===== config.mk =====
export PLATFORM = sky130hd
export DESIGN_NAME = sxa_seq
export DESIGN_NICKNAME = d
export VERILOG_FILES = /design/src/rtl/sxa_pkg.sv /design/src/rtl/sxa_check.sv /design/src/rtl/sxa_addr.sv /design/src/rtl/sxa_pad.sv /design/src/rtl/sxa_seq.sv
export SDC_FILE = /design/constraint.sdc
export NUM_CORES = 1
export LEC_CHECK = 0
export BUFFER_PORTS_ARGS = -buffer_cell sky130_fd_sc_hd__buf_2
export CORE_AREA = 2 2 121 111
export CTS_CLUSTER_SIZE = 10
export DETAILED_ROUTE_END_ITERATION = 7
export DIE_AREA = 0 0 123 113
export PLACE_DENSITY = 0.73
export SLEW_MARGIN = 20
export SYNTH_ARGS = -nofsm -noshare
export SYNTH_HDL_FRONTEND = slang
export SYNTH_SLANG_ARGS = --single-unit

===== constraint.sdc =====
create_clock -name clk -period 5.8 [get_ports clk]
set_input_delay 1.16 -clock clk [delete_from_list [all_inputs] [get_ports clk]]
set_output_delay 1.16 -clock clk [all_outputs]
set_load 0.005 [all_outputs]

===== src/rtl/sxa_pkg.sv =====
package sxa_pkg;
  typedef enum logic [2:0] {
    SXA_OK     = 3'd0,
    SXA_XFER   = 3'd1,
    SXA_WPROT  = 3'd2,
    SXA_ADRCMP = 3'd3,
    SXA_CYLOVF = 3'd4
  } sxa_err_e;

  localparam logic [5:0] FN_READ  = 6'h01;
  localparam logic [5:0] FN_WRITE = 6'h02;
  localparam logic [5:0] FN_RCHK  = 6'h03;
  localparam logic [5:0] FN_FMT_LO = 6'h04;
  localparam logic [5:0] FN_FMT_HI = 6'h07;
endpackage


===== src/rtl/sxa_check.sv =====
module sxa_check
  import sxa_pkg::*;
#(
  parameter int CYL_W  = 12,
  parameter int HEAD_W = 5,
  parameter int FN_W   = 6
) (
  input  logic [FN_W-1:0]   func_i,
  input  logic              attached_i,
  input  logic              wprot_i,
  input  logic              first_i,
  input  logic [CYL_W-1:0]  cyl_i,
  input  logic [HEAD_W-1:0] head_i,
  input  logic [HEAD_W-1:0] surfaces_i,
  input  logic [CYL_W-1:0]  cylinders_i,
  output sxa_err_e          err_o,
  output logic              seek_inc_o,
  output logic              unsafe_o
);
  logic known_fn, fmt_fn;
  sxa_err_e addr_err;
  logic addr_si, addr_us;

  assign known_fn = (func_i >= FN_W'(FN_READ)) && (func_i <= FN_W'(FN_FMT_HI));
  assign fmt_fn   = (func_i >= FN_W'(FN_FMT_LO)) && (func_i <= FN_W'(FN_FMT_HI));

  // priority: attach, write protect, cylinder, head
  always_comb begin
    addr_err = SXA_OK;
    addr_si  = 1'b0;
    addr_us  = 1'b0;
    if (!attached_i) begin
      addr_err = SXA_XFER;
    end else if (wprot_i && func_i == FN_W'(FN_WRITE)) begin
      addr_err = SXA_WPROT;
    end else if (cyl_i >= cylinders_i) begin
      addr_err = SXA_XFER;
      addr_si  = 1'b1;
    end else if (head_i >= surfaces_i) begin
      if (first_i) begin
        addr_err = SXA_ADRCMP;
        addr_us  = 1'b1;
      end else begin
        addr_err = SXA_CYLOVF;
      end
    end
  end

  always_comb begin
    if (!known_fn) begin
      err_o      = SXA_XFER;
      seek_inc_o = 1'b0;
      unsafe_o   = 1'b0;
    end else begin
      err_o      = (fmt_fn && addr_err == SXA_OK) ? SXA_WPROT : addr_err;
      seek_inc_o = addr_si;
      unsafe_o   = addr_us;
    end
  end
endmodule


===== src/rtl/sxa_addr.sv =====
module sxa_addr #(
  parameter int CYL_W  = 12,
  parameter int HEAD_W = 5,
  parameter int SEC_W  = 6,
  localparam int LBA_W = CYL_W + HEAD_W + SEC_W
) (
  input  logic [CYL_W-1:0]  cyl_i,
  input  logic [HEAD_W-1:0] head_i,
  input  logic [SEC_W-1:0]  sec_i,
  input  logic [HEAD_W-1:0] surfaces_i,
  output logic [LBA_W-1:0]  lba_o,
  output logic [SEC_W-1:0]  next_sec_o,
  output logic [HEAD_W-1:0] next_head_o,
  output logic              wrap_o
);
  function automatic logic [LBA_W-1:0] lba_of(
    input logic [CYL_W-1:0] c, input logic [HEAD_W-1:0] h,
    input logic [SEC_W-1:0] s, input logic [HEAD_W-1:0] nsurf);
    logic [LBA_W-1:0] track;
    track = LBA_W'(c) * LBA_W'(nsurf) + LBA_W'(h);
    return (track << SEC_W) + LBA_W'(s);
  endfunction

  assign lba_o       = lba_of(cyl_i, head_i, sec_i, surfaces_i);
  assign wrap_o      = &sec_i;
  assign next_sec_o  = sec_i + SEC_W'(1);
  assign next_head_o = head_i + HEAD_W'(wrap_o);
endmodule


===== src/rtl/sxa_pad.sv =====
module sxa_pad #(
  parameter int BYTES = 256,
  localparam int IDX_W = $clog2(BYTES),
  localparam int CNT_W = IDX_W + 1
) (
  input  logic [IDX_W-1:0] idx_i,
  input  logic [CNT_W-1:0] cnt_i,
  input  logic [7:0]       data_i,
  input  logic [7:0]       last_i,
  input  logic             write_i,
  output logic [7:0]       byte_o
);
  logic beyond;
  assign beyond = CNT_W'(idx_i) >= cnt_i;
  assign byte_o = !beyond ? data_i : (write_i ? last_i : 8'h00);

  always_comb begin
    if (beyond && !write_i)
      assert_read_fill_zero_R12: assert (byte_o == 8'h00);
  end
endmodule


===== src/rtl/sxa_seq.sv =====
module sxa_seq
  import sxa_pkg::*;
#(
  parameter int CYL_W  = 12,
  parameter int HEAD_W = 5,
  parameter int SEC_W  = 6,
  parameter int FN_W   = 6,
  parameter int BYTES  = 256,
  localparam int LBA_W = CYL_W + HEAD_W + SEC_W,
  localparam int IDX_W = $clog2(BYTES)
) (
  input  logic              clk,
  input  logic              rst_n,
  input  logic              req_i,
  input  logic [FN_W-1:0]   func_i,
  input  logic              attached_i,
  input  logic              wprot_i,
  input  logic              first_i,
  input  logic [CYL_W-1:0]  cyl_i,
  input  logic [HEAD_W-1:0] head_i,
  input  logic [7:0]        sec_i,
  input  logic [HEAD_W-1:0] surfaces_i,
  input  logic [CYL_W-1:0]  cylinders_i,
  output logic              done_o,
  output logic [2:0]        err_o,
  output logic [LBA_W-1:0]  lba_o,
  output logic [SEC_W-1:0]  sec_o,
  output logic [HEAD_W-1:0] head_o,
  output logic              seek_inc_o,
  output logic              unsafe_o,
  input  logic [IDX_W-1:0]  pad_idx_i,
  input  logic [IDX_W:0]    pad_cnt_i,
  input  logic [7:0]        pad_data_i,
  input  logic [7:0]        pad_last_i,
  input  logic              pad_write_i,
  output logic [7:0]        pad_byte_o
);
  sxa_err_e chk_err;
  logic chk_si, chk_us, chk_pass, wrap;
  logic [SEC_W-1:0]  cur_sec, nxt_sec;
  logic [HEAD_W-1:0] nxt_head;
  logic [LBA_W-1:0]  lba_c;

  assign cur_sec  = sec_i[SEC_W-1:0];
  assign chk_pass = (chk_err == SXA_OK);

  sxa_check #(.CYL_W(CYL_W), .HEAD_W(HEAD_W), .FN_W(FN_W)) u_check (
    .func_i(func_i), .attached_i(attached_i), .wprot_i(wprot_i),
    .first_i(first_i), .cyl_i(cyl_i), .head_i(head_i),
    .surfaces_i(surfaces_i), .cylinders_i(cylinders_i),
    .err_o(chk_err), .seek_inc_o(chk_si), .unsafe_o(chk_us));

  sxa_addr #(.CYL_W(CYL_W), .HEAD_W(HEAD_W), .SEC_W(SEC_W)) u_addr (
    .cyl_i(cyl_i), .head_i(head_i), .sec_i(cur_sec),
    .surfaces_i(surfaces_i), .lba_o(lba_c), .next_sec_o(nxt_sec),
    .next_head_o(nxt_head), .wrap_o(wrap));

  sxa_pad #(.BYTES(BYTES)) u_pad (
    .idx_i(pad_idx_i), .cnt_i(pad_cnt_i), .data_i(pad_data_i),
    .last_i(pad_last_i), .write_i(pad_write_i), .byte_o(pad_byte_o));

  always_ff @(posedge clk or negedge rst_n) begin
    if (!rst_n) begin
      done_o     <= 1'b0;
      err_o      <= 3'd0;
      lba_o      <= '0;
      sec_o      <= '0;
      head_o     <= '0;
      seek_inc_o <= 1'b0;
      unsafe_o   <= 1'b0;
    end else begin
      done_o <= req_i;
      if (req_i) begin
        err_o      <= chk_err;
        lba_o      <= lba_c;
        sec_o      <= chk_pass ? nxt_sec : cur_sec;
        head_o     <= chk_pass ? nxt_head : head_i;
        seek_inc_o <= chk_si;
        unsafe_o   <= chk_us;
      end
    end
  end

  assert_done_follows_req_R1: assert property (@(posedge clk) disable iff (!rst_n)
    req_i |=> done_o);
  assert_done_single_R1: assert property (@(posedge clk) disable iff (!rst_n)
    !req_i |=> !done_o);
  assert_head_steps_on_wrap_R8: assert property (@(posedge clk) disable iff (!rst_n)
    (done_o && err_o == 3'd0 && sec_o == '0) |-> head_o == $past(head_i) + HEAD_W'(1));
  assert_hold_on_error_R9: assert property (@(posedge clk) disable iff (!rst_n)
    (done_o && err_o != 3'd0) |-> (sec_o == $past(cur_sec) && head_o == $past(head_i)));
  assert_seekinc_is_xfer_R5: assert property (@(posedge clk) disable iff (!rst_n)
    (done_o && seek_inc_o) |-> err_o == 3'd1);
  assert_unsafe_on_first_R6: assert property (@(posedge clk) disable iff (!rst_n)
    (done_o && unsafe_o) |-> (err_o == 3'd3 && $past(first_i)));
  assert_outputs_hold_R13: assert property (@(posedge clk) disable iff (!rst_n)
    !req_i |=> ($stable(sec_o) && $stable(head_o) && $stable(err_o) && $stable(lba_o)));
endmodule


==> metrics.cfg <==
[final_layout]
final_common_cell=buf_2
post-route-cell-area_sq_mm=0.00592
area_growth_pct=19.8
final_cell_mix=buf_2 (134), inv_1 (95), ha_1 (60)
antenna_cells=0
fin_nets=878
layout-drive-gt1-share_pct=22.8
fillers=1256

[route]
via_per_inst=5.13
wl_mm=11.8
wl_per_cell_microns=13.7
dr.pass1.iters=5
vias=4415
drt_iter0_drc=292
drtAntennaViolNets=0
drc=0

[sta]
fin_crit_ps=4780
tns_ps=0
final_max_slew_viol_count=0
skew_ps=0
setup_viol=0
rsz0062_at_grt=false
period_share_pct=82.4
fmaxAchievable_mhz=209
maxSlewHeadroom_pct=40.8
worstMarginPinSlew_ps=888
hold_viol=0

[critical_path]
required_ps=5950
crit_family=adder cells
crit_buf_inv=3
crit_path_end_kind=register
path_common_cell=fa_1
cp_slowest_cell=fa_1
critPathMaxFanout=13
worstSetupPathType=primary input to register
arrival_ps=4930
path_cells=buf_2 > and2_1 > fa_1 > fa_1 > inv_1 > fa_1 > inv_1 > ha_1 > a21oi_2 > nand2_2 > o41a_1 > o41ai_1 > nand4b_1 > o311ai_0
worst_setup_path_start_kind=primary input
max_stage_delay_ps=570

[power]
power.switching_mw=0.539
fin_total_pwr_mw=1.42
ir_worst_vdd_uv=171
pwr-share-comb_pct=51.3
power.density_mw_per_mm2=239
swShare_pct=38.0
p_leak_nw=3.07
intPower_mw=0.879
p_clk_share_pct=21.9
seqPwrFrac_pct=26.8

[grt]
grt_overflow_total=0
grt-busiest-layer=met2
grt_max_degree=62
grt_pass1_vias=4382
use_met1_pct=23.9
antenna_found_initial=0
use_met3_pct=1.81
grtUsageTotal_pct=17.6
use_met2_pct=31.2
grt_pass1_wl_mm=20.3

[floorplan]
dieWidth_microns=123
coreArea_sq_mm=0.0126
ios=136
fp.dieArea_sq_mm=0.0139
start_util_pct=39.3
die_h_microns=113
num_rows=39

[clock_tree]
cts_tree=built
clockBufferDepth=2
cts_root_buffer=clkbuf_16
cts_setup_buffers=0
cts_buffers=5
cts.sinks=40
clk_pin_slew_ps=60
htree_levels=2
clock_latency_ps=280
hold_buffers=0
cts_resized=0

[yosys]
async_flop_share_pct=100
synth_edf_count=0
ys_ff_latch=40
syn_area_per_cell_sq_um=8.61
yosysUniqueCellTypes=59
syn_nets=757
syn-instance-count=574
yosysSeqAreaShare_pct=20.2
synth_area_sq_mm=0.00494
synth-warning-count=0
synth-main-ff-cell=dfrtp_1

[place]
gp_congestion=0.854
port_buffers=133
dpl_cell_area_sq_mm=0.00574
dpl.hpwl_mm=9.67

[flow_run]
cap_violations=0

[worst_hold_path]
hold_class=register to register

[status]
status=completed

layer usage:
metal	vias to the layer above	part of all wire (%)
li1	2210	-
met1	2107	46
met2	90	50
met3	8	3.6
met4	0	0.75
met5	-	0
state kept, by name, indices dropped and copies added, names as in the netlist:
name        count
lba_o          23
seek_inc_o      1
unsafe_o        1
err_o           3
head_o          5
sec_o           6
done_o          1
path summary, 6_finish.rpt:
| kind | start | slack [ps] | endpoint | cells past startpoint |
|---|---|---|---|---|
| max | surfaces_i[4] | 1020 | lba_o[21] | 14 |
| min | lba_o[16] | 480 | lba_o[16] | 2 |
| max reg2reg | lba_o[21] | 4950 | lba_o[21] | 2 |
| min reg2reg | lba_o[16] | 480 | lba_o[16] | 2 |
| max in group asynchronous | rst_n | 4240 | unsafe_o | 1 |
| min in group asynchronous | rst_n | 1000 | lba_o[3] | 1 |
kinds of logic after synthesis:
logic type / Yosys count / share of synthesized area, %
adder cells (fa/ha/maj): 95 / 29.4
buffers and inverters: 119 / 9.08
flip-flops: 40 / 20.2
AND/OR/NAND/NOR: 191 / 21.7
XOR/XNOR: 6 / 1.06
multiplexers: 10 / 2.25
AO/OA/AOI/OAI: 113 / 16.3
worst min-delay path, stage by stage, from the launching register on:
cell	delay, ps
dfrtp_1	330
nand2_1	50
nand4_1	60
layout make-up:
| class | instances | area (sq um) | share of cell area (%) |
|---|---|---|---|
| well taps | 164 | 205 | 3.47 |
| multi-input cells | 415 | 3490 | 59.0 |
| inverters | 96 | 360 | 6.08 |
| flip-flops and latches | 40 | 1000 | 16.9 |
| clock buffers | 5 | 125 | 2.11 |
| repair buffers | 137 | 693 | 11.7 |
| clock inverters | 3 | 42.5 | 0.718 |
cell usage after synthesis, drive strengths merged, types with 2 or more instances:
master	count	area [sq um]
a211o	9	78.8
a21boi	2	15.0
a21o	8	60.1
a21oi	28	144
a31oi	5	31.3
a32o	8	80.1
and2	54	338
and3	7	43.8
buf	5	21.3
clkbuf	18	67.6
dfrtp	40	1000
fa	35	701
ha	60	751
inv	95	357
mux2	9	101
nand2	34	130
nand2b	5	31.3
nand3	25	125
nand3b	4	30.0
nand4	6	37.5
nand4b	11	96.3
nor2	17	63.8
nor2b	5	31.3
nor3	11	55.1
nor3b	4	30.0
o211ai	6	45.0
o21a	6	45.0
o21ai	18	90.1
o21bai	3	22.5
o221ai	3	26.3
o31ai	2	15.0
o41ai	2	25.0
or3	3	18.8
or4	2	15.0
xnor2	3	26.3
xor2	3	26.3
power groups by stage:
stage	sequential (mW)	clock [mW]	combinational (mW)
2_1_floorplan	0.385	0	0.489
3_3_place_gp	0.382	0	0.706
3_5_place_dp	0.384	0	0.730
4_1_cts	0.380	0.317	0.734
5_1_grt	0.387	0.331	0.833
6_report	0.380	0.311	0.727
per-stage QoR:
stage                     worst slack [ps]  utilization (%)  hold WS, ps  instances
after floorplan                        999                -          475        574
after global placement                 775             45.6          459        850
after detailed placement               741             45.6          471        850
after CTS                              987             46.9          481        858
after global routing                   819             47.0          517        860
final                                 1020             47.0          476        860
(Power assumes the default switching activity.)
